$ cat config.mk
export PLATFORM = sky130hd
export DESIGN_NAME = rail_pump_sequencer
export DESIGN_NICKNAME = d
export VERILOG_FILES = /design/src/rtl/rail_pump_pkg.sv /design/src/rtl/det_sync.sv /design/src/rtl/pump_clk_gen.sv /design/src/rtl/pump_seq_ctrl.sv /design/src/rtl/rail_pump_sequencer.sv
export SDC_FILE = /design/constraint.sdc
export NUM_CORES = 1
export LEC_CHECK = 0
export ABC_AREA = 1
export BUFFER_PORTS_ARGS = -buffer_cell sky130_fd_sc_hd__buf_2
export CORE_UTILIZATION = 50
export DETAILED_ROUTE_END_ITERATION = 10
export GPL_TIMING_DRIVEN = 0
export PLACE_DENSITY = 0.69
export SLEW_MARGIN = 20
export SYNTH_ARGS = -nofsm -noshare
export SYNTH_HDL_FRONTEND = slang
export SYNTH_SLANG_ARGS = --single-unit
export TNS_END_PERCENT = 30
$ cat constraint.sdc
create_clock -name clk_i -period 1.6 [get_ports clk_i]
set_input_delay 0.16 -clock clk_i [delete_from_list [all_inputs] [get_ports clk_i]]
set_output_delay 0.16 -clock clk_i [all_outputs]
set_load 0.05 [all_outputs]
$ cat src/rtl/rail_pump_pkg.sv
package rail_pump_pkg;

    typedef enum logic [1:0] {
        PH_IDLE     = 2'd0,
        PH_NEG_RAMP = 2'd1,
        PH_POS_RAMP = 2'd2,
        PH_REGULATE = 2'd3
    } pump_phase_e;

    typedef struct packed {
        logic run;
        logic steady;
    } rail_ctl_t;

    localparam int unsigned NUM_RAILS = 2;
    localparam int unsigned RAIL_NEG  = 0;
    localparam int unsigned RAIL_POS  = 1;

    function automatic int unsigned cnt_width(input int unsigned max_val);
        return (max_val < 2) ? 1 : $clog2(max_val + 1);
    endfunction

endpackage

$ cat src/rtl/det_sync.sv
module det_sync #(
    parameter int unsigned WIDTH  = 2,
    parameter int unsigned STAGES = 2
) (
    input  logic             clk_i,
    input  logic             rst_i,
    input  logic [WIDTH-1:0] async_i,
    output logic [WIDTH-1:0] sync_o
);
    logic [WIDTH-1:0] stage_q [STAGES];

    generate
        for (genvar s = 0; s < STAGES; s++) begin : g_stage
            always_ff @(posedge clk_i) begin
                if (rst_i) begin
                    stage_q[s] <= '0;
                end else begin
                    if (s == 0) stage_q[s] <= async_i;
                    else        stage_q[s] <= stage_q[(s == 0) ? 0 : s-1];
                end
            end
        end
    endgenerate

    assign sync_o = stage_q[STAGES-1];
endmodule

$ cat src/rtl/pump_clk_gen.sv
module pump_clk_gen
    import rail_pump_pkg::*;
#(
    parameter int unsigned RAMP_DIV   = 8,
    parameter int unsigned STEADY_DIV = 4
) (
    input  logic      clk_i,
    input  logic      rst_i,
    input  rail_ctl_t ctl_i,
    output logic      pclk_o
);
    localparam int unsigned CW = cnt_width(RAMP_DIV - 1);
    localparam logic [CW-1:0] RP_LAST = CW'(RAMP_DIV - 1);
    localparam logic [CW-1:0] ST_LAST = CW'(STEADY_DIV - 1);
    localparam logic [CW-1:0] RP_HALF = CW'(RAMP_DIV / 2);
    localparam logic [CW-1:0] ST_HALF = CW'(STEADY_DIV / 2);

    logic          run_q, run_d;
    logic          st_q, st_d;
    logic [CW-1:0] cnt_q, cnt_d;
    logic          pclk_q, pclk_d;
    logic [CW-1:0] last_cur, half_nxt;

    // The run and period choice are loaded only at the end of a low phase,
    // or while the clock is parked low.
    always_comb begin
        run_d    = run_q;
        st_d     = st_q;
        cnt_d    = cnt_q;
        last_cur = st_q ? ST_LAST : RP_LAST;
        if (!run_q) begin
            cnt_d = '0;
            if (ctl_i.run) begin
                run_d = 1'b1;
                st_d  = ctl_i.steady;
            end
        end else if (cnt_q == last_cur) begin
            cnt_d = '0;
            run_d = ctl_i.run;
            st_d  = ctl_i.steady;
        end else begin
            cnt_d = cnt_q + CW'(1);
        end
        half_nxt = st_d ? ST_HALF : RP_HALF;
        pclk_d   = run_d && (cnt_d < half_nxt);
    end

    always_ff @(posedge clk_i) begin
        if (rst_i) begin
            run_q  <= 1'b0;
            st_q   <= 1'b0;
            cnt_q  <= '0;
            pclk_q <= 1'b0;
        end else begin
            run_q  <= run_d;
            st_q   <= st_d;
            cnt_q  <= cnt_d;
            pclk_q <= pclk_d;
        end
    end

    assign pclk_o = pclk_q;
endmodule

$ cat src/rtl/pump_seq_ctrl.sv
module pump_seq_ctrl
    import rail_pump_pkg::*;
#(
    parameter int unsigned TIMEOUT_CYC = 1024
) (
    input  logic                            clk_i,
    input  logic                            rst_i,
    input  logic                            wr_mode_i,
    input  logic [NUM_RAILS-1:0]            det_i,
    output rail_ctl_t [NUM_RAILS-1:0]       ctl_o,
    output pump_phase_e                     phase_o,
    output logic                            ready_o,
    output logic                            timeout_o
);
    localparam int unsigned TW = cnt_width(TIMEOUT_CYC);
    localparam logic [TW-1:0] TO_LAST = TW'(TIMEOUT_CYC - 1);

    pump_phase_e ph_q, ph_d;
    logic [TW-1:0] to_cnt_q;
    logic          to_flag_q;
    logic          ramping, neg_done;

    always_comb begin
        ph_d = ph_q;
        unique case (ph_q)
            PH_IDLE:     if (wr_mode_i)         ph_d = PH_NEG_RAMP;
            PH_NEG_RAMP: if (!wr_mode_i)        ph_d = PH_IDLE;
                         else if (det_i[RAIL_NEG]) ph_d = PH_POS_RAMP;
            PH_POS_RAMP: if (!wr_mode_i)        ph_d = PH_IDLE;
                         else if (det_i[RAIL_POS]) ph_d = PH_REGULATE;
            PH_REGULATE: if (!wr_mode_i)        ph_d = PH_IDLE;
            default:                            ph_d = PH_IDLE;
        endcase
    end

    assign ramping  = (ph_q == PH_NEG_RAMP) || (ph_q == PH_POS_RAMP);
    assign neg_done = (ph_q == PH_POS_RAMP) || (ph_q == PH_REGULATE);

    always_comb begin
        ctl_o[RAIL_NEG].run    = wr_mode_i && (ph_q != PH_IDLE) && !det_i[RAIL_NEG];
        ctl_o[RAIL_NEG].steady = neg_done;
        ctl_o[RAIL_POS].run    = wr_mode_i && neg_done && !det_i[RAIL_POS];
        ctl_o[RAIL_POS].steady = (ph_q == PH_REGULATE);
    end

    always_ff @(posedge clk_i) begin
        if (rst_i) begin
            ph_q      <= PH_IDLE;
            to_cnt_q  <= '0;
            to_flag_q <= 1'b0;
        end else begin
            ph_q <= ph_d;
            if (!wr_mode_i || ph_q == PH_IDLE) begin
                to_cnt_q  <= '0;
                to_flag_q <= 1'b0;
            end else if (ramping && !to_flag_q) begin
                if (to_cnt_q == TO_LAST) to_flag_q <= 1'b1;
                else                     to_cnt_q  <= to_cnt_q + TW'(1);
            end
        end
    end

    assign phase_o   = ph_q;
    assign ready_o   = wr_mode_i && (ph_q == PH_REGULATE);
    assign timeout_o = to_flag_q;
endmodule

$ cat src/rtl/rail_pump_sequencer.sv
module rail_pump_sequencer
    import rail_pump_pkg::*;
#(
    parameter int unsigned RAMP_DIV    = 8,
    parameter int unsigned STEADY_DIV  = 4,
    parameter int unsigned SYNC_STAGES = 2,
    parameter int unsigned TIMEOUT_CYC = 1024
) (
    input  logic       clk_i,
    input  logic       rst_i,
    input  logic       wr_mode_i,
    input  logic       neg_det_i,
    input  logic       pos_det_i,
    output logic       neg_pump_clk_o,
    output logic       pos_pump_clk_o,
    output logic       ready_o,
    output logic       timeout_o,
    output logic [1:0] phase_o
);
    logic [NUM_RAILS-1:0]      det_raw, det_s, pclk;
    rail_ctl_t [NUM_RAILS-1:0] ctl;
    pump_phase_e               phase;

    assign det_raw[RAIL_NEG] = neg_det_i;
    assign det_raw[RAIL_POS] = pos_det_i;

    det_sync #(.WIDTH(NUM_RAILS), .STAGES(SYNC_STAGES)) u_sync (
        .clk_i   (clk_i),
        .rst_i   (rst_i),
        .async_i (det_raw),
        .sync_o  (det_s)
    );

    pump_seq_ctrl #(.TIMEOUT_CYC(TIMEOUT_CYC)) u_ctrl (
        .clk_i     (clk_i),
        .rst_i     (rst_i),
        .wr_mode_i (wr_mode_i),
        .det_i     (det_s),
        .ctl_o     (ctl),
        .phase_o   (phase),
        .ready_o   (ready_o),
        .timeout_o (timeout_o)
    );

    generate
        for (genvar r = 0; r < NUM_RAILS; r++) begin : g_rail
            pump_clk_gen #(.RAMP_DIV(RAMP_DIV), .STEADY_DIV(STEADY_DIV)) u_clk (
                .clk_i  (clk_i),
                .rst_i  (rst_i),
                .ctl_i  (ctl[r]),
                .pclk_o (pclk[r])
            );
        end
    endgenerate

    assign neg_pump_clk_o = pclk[RAIL_NEG];
    assign pos_pump_clk_o = pclk[RAIL_POS];
    assign phase_o        = phase;
endmodule

* Yosys cells after proc, flatten, opt, wreduce, memory -nomap -nowiden
Memory sizes are Yosys's and may differ from the RTL's.
Cells that the tools add are included.
** Cells by class
- Bitwise logic cells :: 3
- Magnitude comparators :: 2
- Eq/ne operators :: 10
- Add/sub/neg operators :: 3
- Reductions and logical operators :: 21
- Muxes and demuxes :: 32
** Operator list (number)
- 2-to-1 mux 3 bit :: 8
- 2-to-1 mux 2 bit :: 8
- 2-to-1 mux 1 bit :: 15
- adder 11 x 1 -> 11 bit (second input constant) :: 1
- == test 11 x 10 -> 1 bit (second input constant) :: 1
- logical AND 1 bit :: 8
- one-hot mux 2 bit (4 select lines) :: 1
- adder 3 x 1 -> 3 bit (second input constant) :: 2
- == test 3 bit :: 2
- less-than comparator 3 bit :: 2
- != test 3 x 2 -> 1 bit (second input constant) :: 2
- == test 2 bit (second input constant) :: 2
- logical NOT 1 bit :: 4
- != test 2 bit (second input constant) :: 2
- AND reduction 2 bit :: 2
- AND reduction 4 bit :: 1
- logical OR 1 bit :: 3
- == test 2 x 1 -> 1 bit (second input constant) :: 1
- logical NOT 2 bit :: 1
- OR 1 bit :: 2
- nonzero test 2 bit :: 1
- OR reduction 2 bit :: 1
- inverter 1 bit :: 1
** Word-level totals
- Memories :: 1
- RAM bits :: 4
- Bits in registers :: 26
** Memory list
- u_sync.stage_q :: words 2, bits a word 2, rd ports 2, clocked after memory_dff 0, write ports 2, line det_sync.sv:10 : logic [WIDTH-1:0] stage_q [STAGES];

* Logic depth before layout (Yosys ltp)
- Word-level depth :: 9
- Gate-level depth with buffers :: 13
- Depth with buffers taken out :: 13

* Cells and area by module
Synthesis repeated with hierarchy kept, for this count alone.
** Second synthesis, totals
- Cells, all modules :: 224
- Area, all modules :: 1599.0 um^2
** By module, submodules not included
- pump_seq_ctrl :: area each 878.3 um^2, sequential area each 280.3 um^2, cells each 134, instances 1
- pump_clk_gen :: area each 305.3 um^2, sequential area each 120.1 um^2, cells each 39, instances 2
- det_sync :: area each 110.1 um^2, sequential area each 80.1 um^2, cells each 12, instances 1

* Least setup slack after synthesis
No wires, ideal clock.
- Path kind :: flip-flop to flip-flop
- Start point :: register u_ctrl.ph_q[0] (netlist: u_ctrl.phase_o[0])
- End point :: register g_rail[0].u_clk.pclk_q
- Data arrival time :: 1856 ps
- Library setup time :: 70 ps
- Setup slack :: -326 ps
- Cell stages (with the launch flop) :: 11
- Clock period less this slack :: 1926 ps
- Cell sequence :: dfxtp_1 > inv_1 > ha_1 > inv_1 > nand3_1 > nand2_1 > nand3_1 > nand2_1 > inv_1 > ha_1 > a21oi_1
** Between the ends
- Longest elaborated chain between the ends :: 8
- Elaborated cells on any way between the ends :: 15
** RTL lines
- start, declared :: line pump_seq_ctrl.sv:18 : pump_phase_e ph_q, ph_d;
- start signal, assigned :: line pump_seq_ctrl.sv:52 : ph_q <= ph_d;
- nonzero test 2 bit :: line pump_seq_ctrl.sv:40 : ctl_o[RAIL_NEG].run = wr_mode_i && (ph_q != PH_IDLE) && !det_i[RAIL_NEG];
- logical AND 1 bit (2 in series) :: line pump_seq_ctrl.sv:40
- 2-to-1 mux 1 bit :: line pump_clk_gen.sv:33 : if (ctl_i.run) begin
- 2-to-1 mux 1 bit * :: line pump_clk_gen.sv:31 : if (!run_q) begin
- net g_rail[0].u_clk.st_d :: line pump_clk_gen.sv:19 : logic st_q, st_d;
- 2-to-1 mux 3 bit * :: line pump_clk_gen.sv:44 : half_nxt = st_d ? ST_HALF : RP_HALF;
- less-than comparator 3 bit * :: line pump_clk_gen.sv:45 : pclk_d = run_d && (cnt_d < half_nxt);
- logical AND 1 bit * :: line pump_clk_gen.sv:45
- end signal, assigned :: line pump_clk_gen.sv:58 : pclk_q <= pclk_d;
- end, declared :: line pump_clk_gen.sv:21 : logic pclk_q, pclk_d;
Mark *: on every way through the listed nets, which the timed path passes. The rest lies on a longest branch.
A chain may end at the register's enable or synchronous reset.

* Final worst setup path
Ends and elaborated chain as after synthesis.

==> run_results.csv <==
group,metric,value,unit
drt,vias_per_cell,5.04,
worst_setup_path,endpoint_kind,"flop",
drt,wl_per_cell,11.0,um
worst_setup_path,crit_buf_inv,2,
logic_synthesis,syn_nets,229,
logic_synthesis,syn-cell-area,1510,um^2
clock_network,worstSkewPairLatency,330,ps
drt,drt_iter0_markers,47,
clock_network,h-tree-depth,2,
worst_setup_path,cp.required,1880,ps
global_route,grt_pass1_vias,1269,
worst_setup_path,crit_start,"u_ctrl.phase_o[0]",
timing,max_slew.worst_pin.slew,478,ps
logic_synthesis,ys_ff_latch,30,
global_route,antenna_found_initial,0,
clock_network,cts_tree,"done",
timing,rsz0062_at_grt,"true",
logic_synthesis,yosys.cell_count.top_type,"nand2_1",
worst_setup_path,crit_chain,"ha_1 -> inv_2 -> nand2_2 -> nand3_1 -> nand3_1 -> nand2_2 -> inv_1 -> ha_1 -> a21oi_2",
drt,drcViolationCount,2,
logic_synthesis,yosys.area.top_type,"dfxtp_1",
logic_synthesis,synth-async-reset-ratio,0,%
logic_synthesis,yosysSeqAreaShare,39.8,%
power,peakVddDrop,1.10,mV
clock_network,clock_sinks,30,
global_route,overflow,0,
floorplan,core-area,2810,um^2
worst_setup_path,path_max_fanout,4,
layout,n_antenna_cell,0,
worst_setup_path,cpPeakStageDelay,370,ps
global_route,grt_max_degree,11,
logic_synthesis,synth_edf_count,0,
worst_setup_path,critPathTopFamily,"adder cells",
worst_setup_path,crit_path_top_delay_cell,"dfxtp_4",
logic_synthesis,synth_top_area_share,39.8,%
timing,period_share,96.6,%
layout,num-fill-cells,253,
clock_network,numCtsBuffers,5,
logic_synthesis,postSynthAreaPerCell,6.99,um^2
worst_setup_path,r2r_start,"u_ctrl.phase_o[0]",
place,gp_congestion,0.864,
run_status,outcome,"finished with violations",
power,p_leak,0.777,nW
place,pre_cts_ws,-66.9,ps
timing,maxSlewViolCount,0,
clock_network,clock_path_buffers,2,
logic_synthesis,synth.area.top_cells,"dfxtp_1 40%, nand2_1 12%, inv_1 8.2%",
layout,final_cells,267,
timing,fin_skew,7.42,ps
floorplan,dieArea,3240,um^2
drt,firstDrtPassIters,7,
logic_synthesis,yosys-top-cells-count,"49 x nand2_1, 33 x inv_1, 33 x nor2_1",
floorplan,start_util,53.8,%
layout,area_growth,16.3,%
layout,final_layout_size_suffix_gt1_share,21.2,%
logic_synthesis,ys_types,25,
logic_synthesis,synthCells,216,
logic_synthesis,synth_warnings,0,
timing,setup_violations,0,
clock_network,root_buffer,"clkbuf_4",
timing,layout_setup_ws,54.6,ps
worst_setup_path,cp-start-kind,"flop",
drt,wl,2.94,mm
global_route,grt_pass1_wl,5.06,mm
logic_synthesis,synth_flop_cell,"dfxtp_1",
run,cap_violations,0,
timing,hold_ws,22.2,ps
layout,regArea,609,um^2
timing,period_minus_slack,1550,ps
power,p_per_area,1480,nW/um^2
timing,hold_viol,0,
worst_hold_path,hold_start,"neg_det_i",
drt,ant_nets,0,
layout,multi_input_area,798,um^2
place,placed_area,1610,um^2
timing,max-slew-margin-rel,68.1,%
layout,nets,248,
floorplan,rows,19,
place,io_buffers,10,
timing,fmaxAchievable,647,MHz
worst_setup_path,critPathKind,"flop to flop",
worst_hold_path,hold_class,"input pin to flop",
floorplan,chipHeight,57.0,um
worst_setup_path,crit_arrival,1820,ps
drt,dr_total_vias,1345,
clock_network,path_clk_slew,100,ps
run_status,violations,"design-rule violations",
floorplan,die_w,57.0,um
global_route,grt_usage,20.4,%
place,hpwlAfterDp,2.17,mm
layout,fin_area,1760,um^2
place,dp_cells,257,
floorplan,pin_count,11,
[kinds of logic (layout without fill, tap and decap cells)]
logic type                 count (synthesis)  in the layout  synth area share, %
and+or+nand+nor                          111            111                 32.5
buffers and inverters                     38             58                 10.1
DFF                                       30             30                 39.8
AOI/OAI and AO/OA                         24             24                 8.12
adders and majority gates                  8              8                 6.63
xor gates and xnor gates                   5              5                 2.90
[worst min-delay path, cell delays in order]
cell and delay, ps:
buf_2 100, inv_1 40, nor2_1 30
[power by group]
| group | total [W] | leakage [nW] | internal, W | switching, W |
|---|---|---|---|---|
| sequential | 0.000918 | 0.246 | 0.000850 | 0.0000678 |
| clock | 0.000592 | 0.0450 | 0.000323 | 0.000269 |
| combinational | 0.00109 | 0.487 | 0.000393 | 0.000697 |
[layer usage]
metal	up-vias	GRT usage [%]	wire length, um
met5	-	0	0
met3	8	6.80	101
met2	28	35.1	1480
met1	595	22.1	1300
met4	0	10.8	61
li1	714	-	-
[what timing repair did]
item | in CTS | in global routing
gates cloned | 0 | 0
pin swaps | 1 | 2
setup endpoints to repair | 10 | 13
gates resized for setup | 4 | 13
hold buffers | 0 | 0
setup buffers | 0 | 2
[path summary, 6_finish.rpt]
kind | end | slack [ps] | depth (start not counted)
setup / recovery | g_rail[0].u_clk.pclk_o | 50 | 9
setup reg to reg | g_rail[0].u_clk.pclk_o | 50 | 9
hold reg to reg | u_sync.stage_q[1][1] | 420 | 2
hold / removal | u_sync.stage_q[0][0] | 20 | 3
[cell usage in the layout, fill, tap and decap left out]
cell / n
nand2_1: 46
nor2_1: 30
inv_1: 29
dfxtp_1: 27
a21oi_1: 12
nand3_1: 10
o21ai_0: 10
buf_2: 10
ha_1: 6
inv_2: 5
clkbuf_4: 5
nor2_2: 4
nor3_1: 4
nand2_2: 4
nand3_2: 4
nand4_1: 3
xor2_1: 3
xnor2_1: 2
inv_4: 2
nor4_1: 2
ha_2: 2
clkinv_2: 2
dfxtp_4: 2
nand3_4: 1
clkbuf_1: 1
nor2_4: 1
nand2_4: 1
buf_6: 1
o211ai_1: 1
or2_2: 1
a21oi_2: 1
bufinv_16: 1
buf_4: 1
buf_12: 1
dfxtp_2: 1
[registers in the layout, indices dropped and copies added, names as in the netlist]
| signal | count |
|---|---|
| g_rail.u_clk.cnt_q | 6 |
| g_rail.u_clk.pclk_o | 2 |
| g_rail.u_clk.run_q | 2 |
| g_rail.u_clk.st_q | 2 |
| u_ctrl.phase_o | 2 |
| u_ctrl.timeout_o | 1 |
| u_ctrl.to_cnt_q | 11 |
| u_sync.stage_q | 4 |
[cell type report]
| type | instances | area share (%) |
|---|---|---|
| multi-input combinational | 148 | 45.4 |
| sequential | 30 | 34.7 |
| inverter | 36 | 7.98 |
| timing repair buffer | 12 | 4.42 |
| clock inverter | 3 | 2.28 |
| tap | 31 | 2.21 |
| clock buffer | 5 | 2.14 |
| buffer | 2 | 0.855 |
[stage by stage]
stage	util [%]	setup TNS [ps]	power (W)
2_1_floorplan	-	0	0.00163
3_3_place_gp	57.3	-67.9	0.00179
3_5_place_dp	57.3	-411	0.00182
4_1_cts	60.3	0	0.00244
5_1_grt	62.6	-57.3	0.00277
6_report	62.6	0	0.00260
No activity file was read; power rests on OpenSTA's default activity.
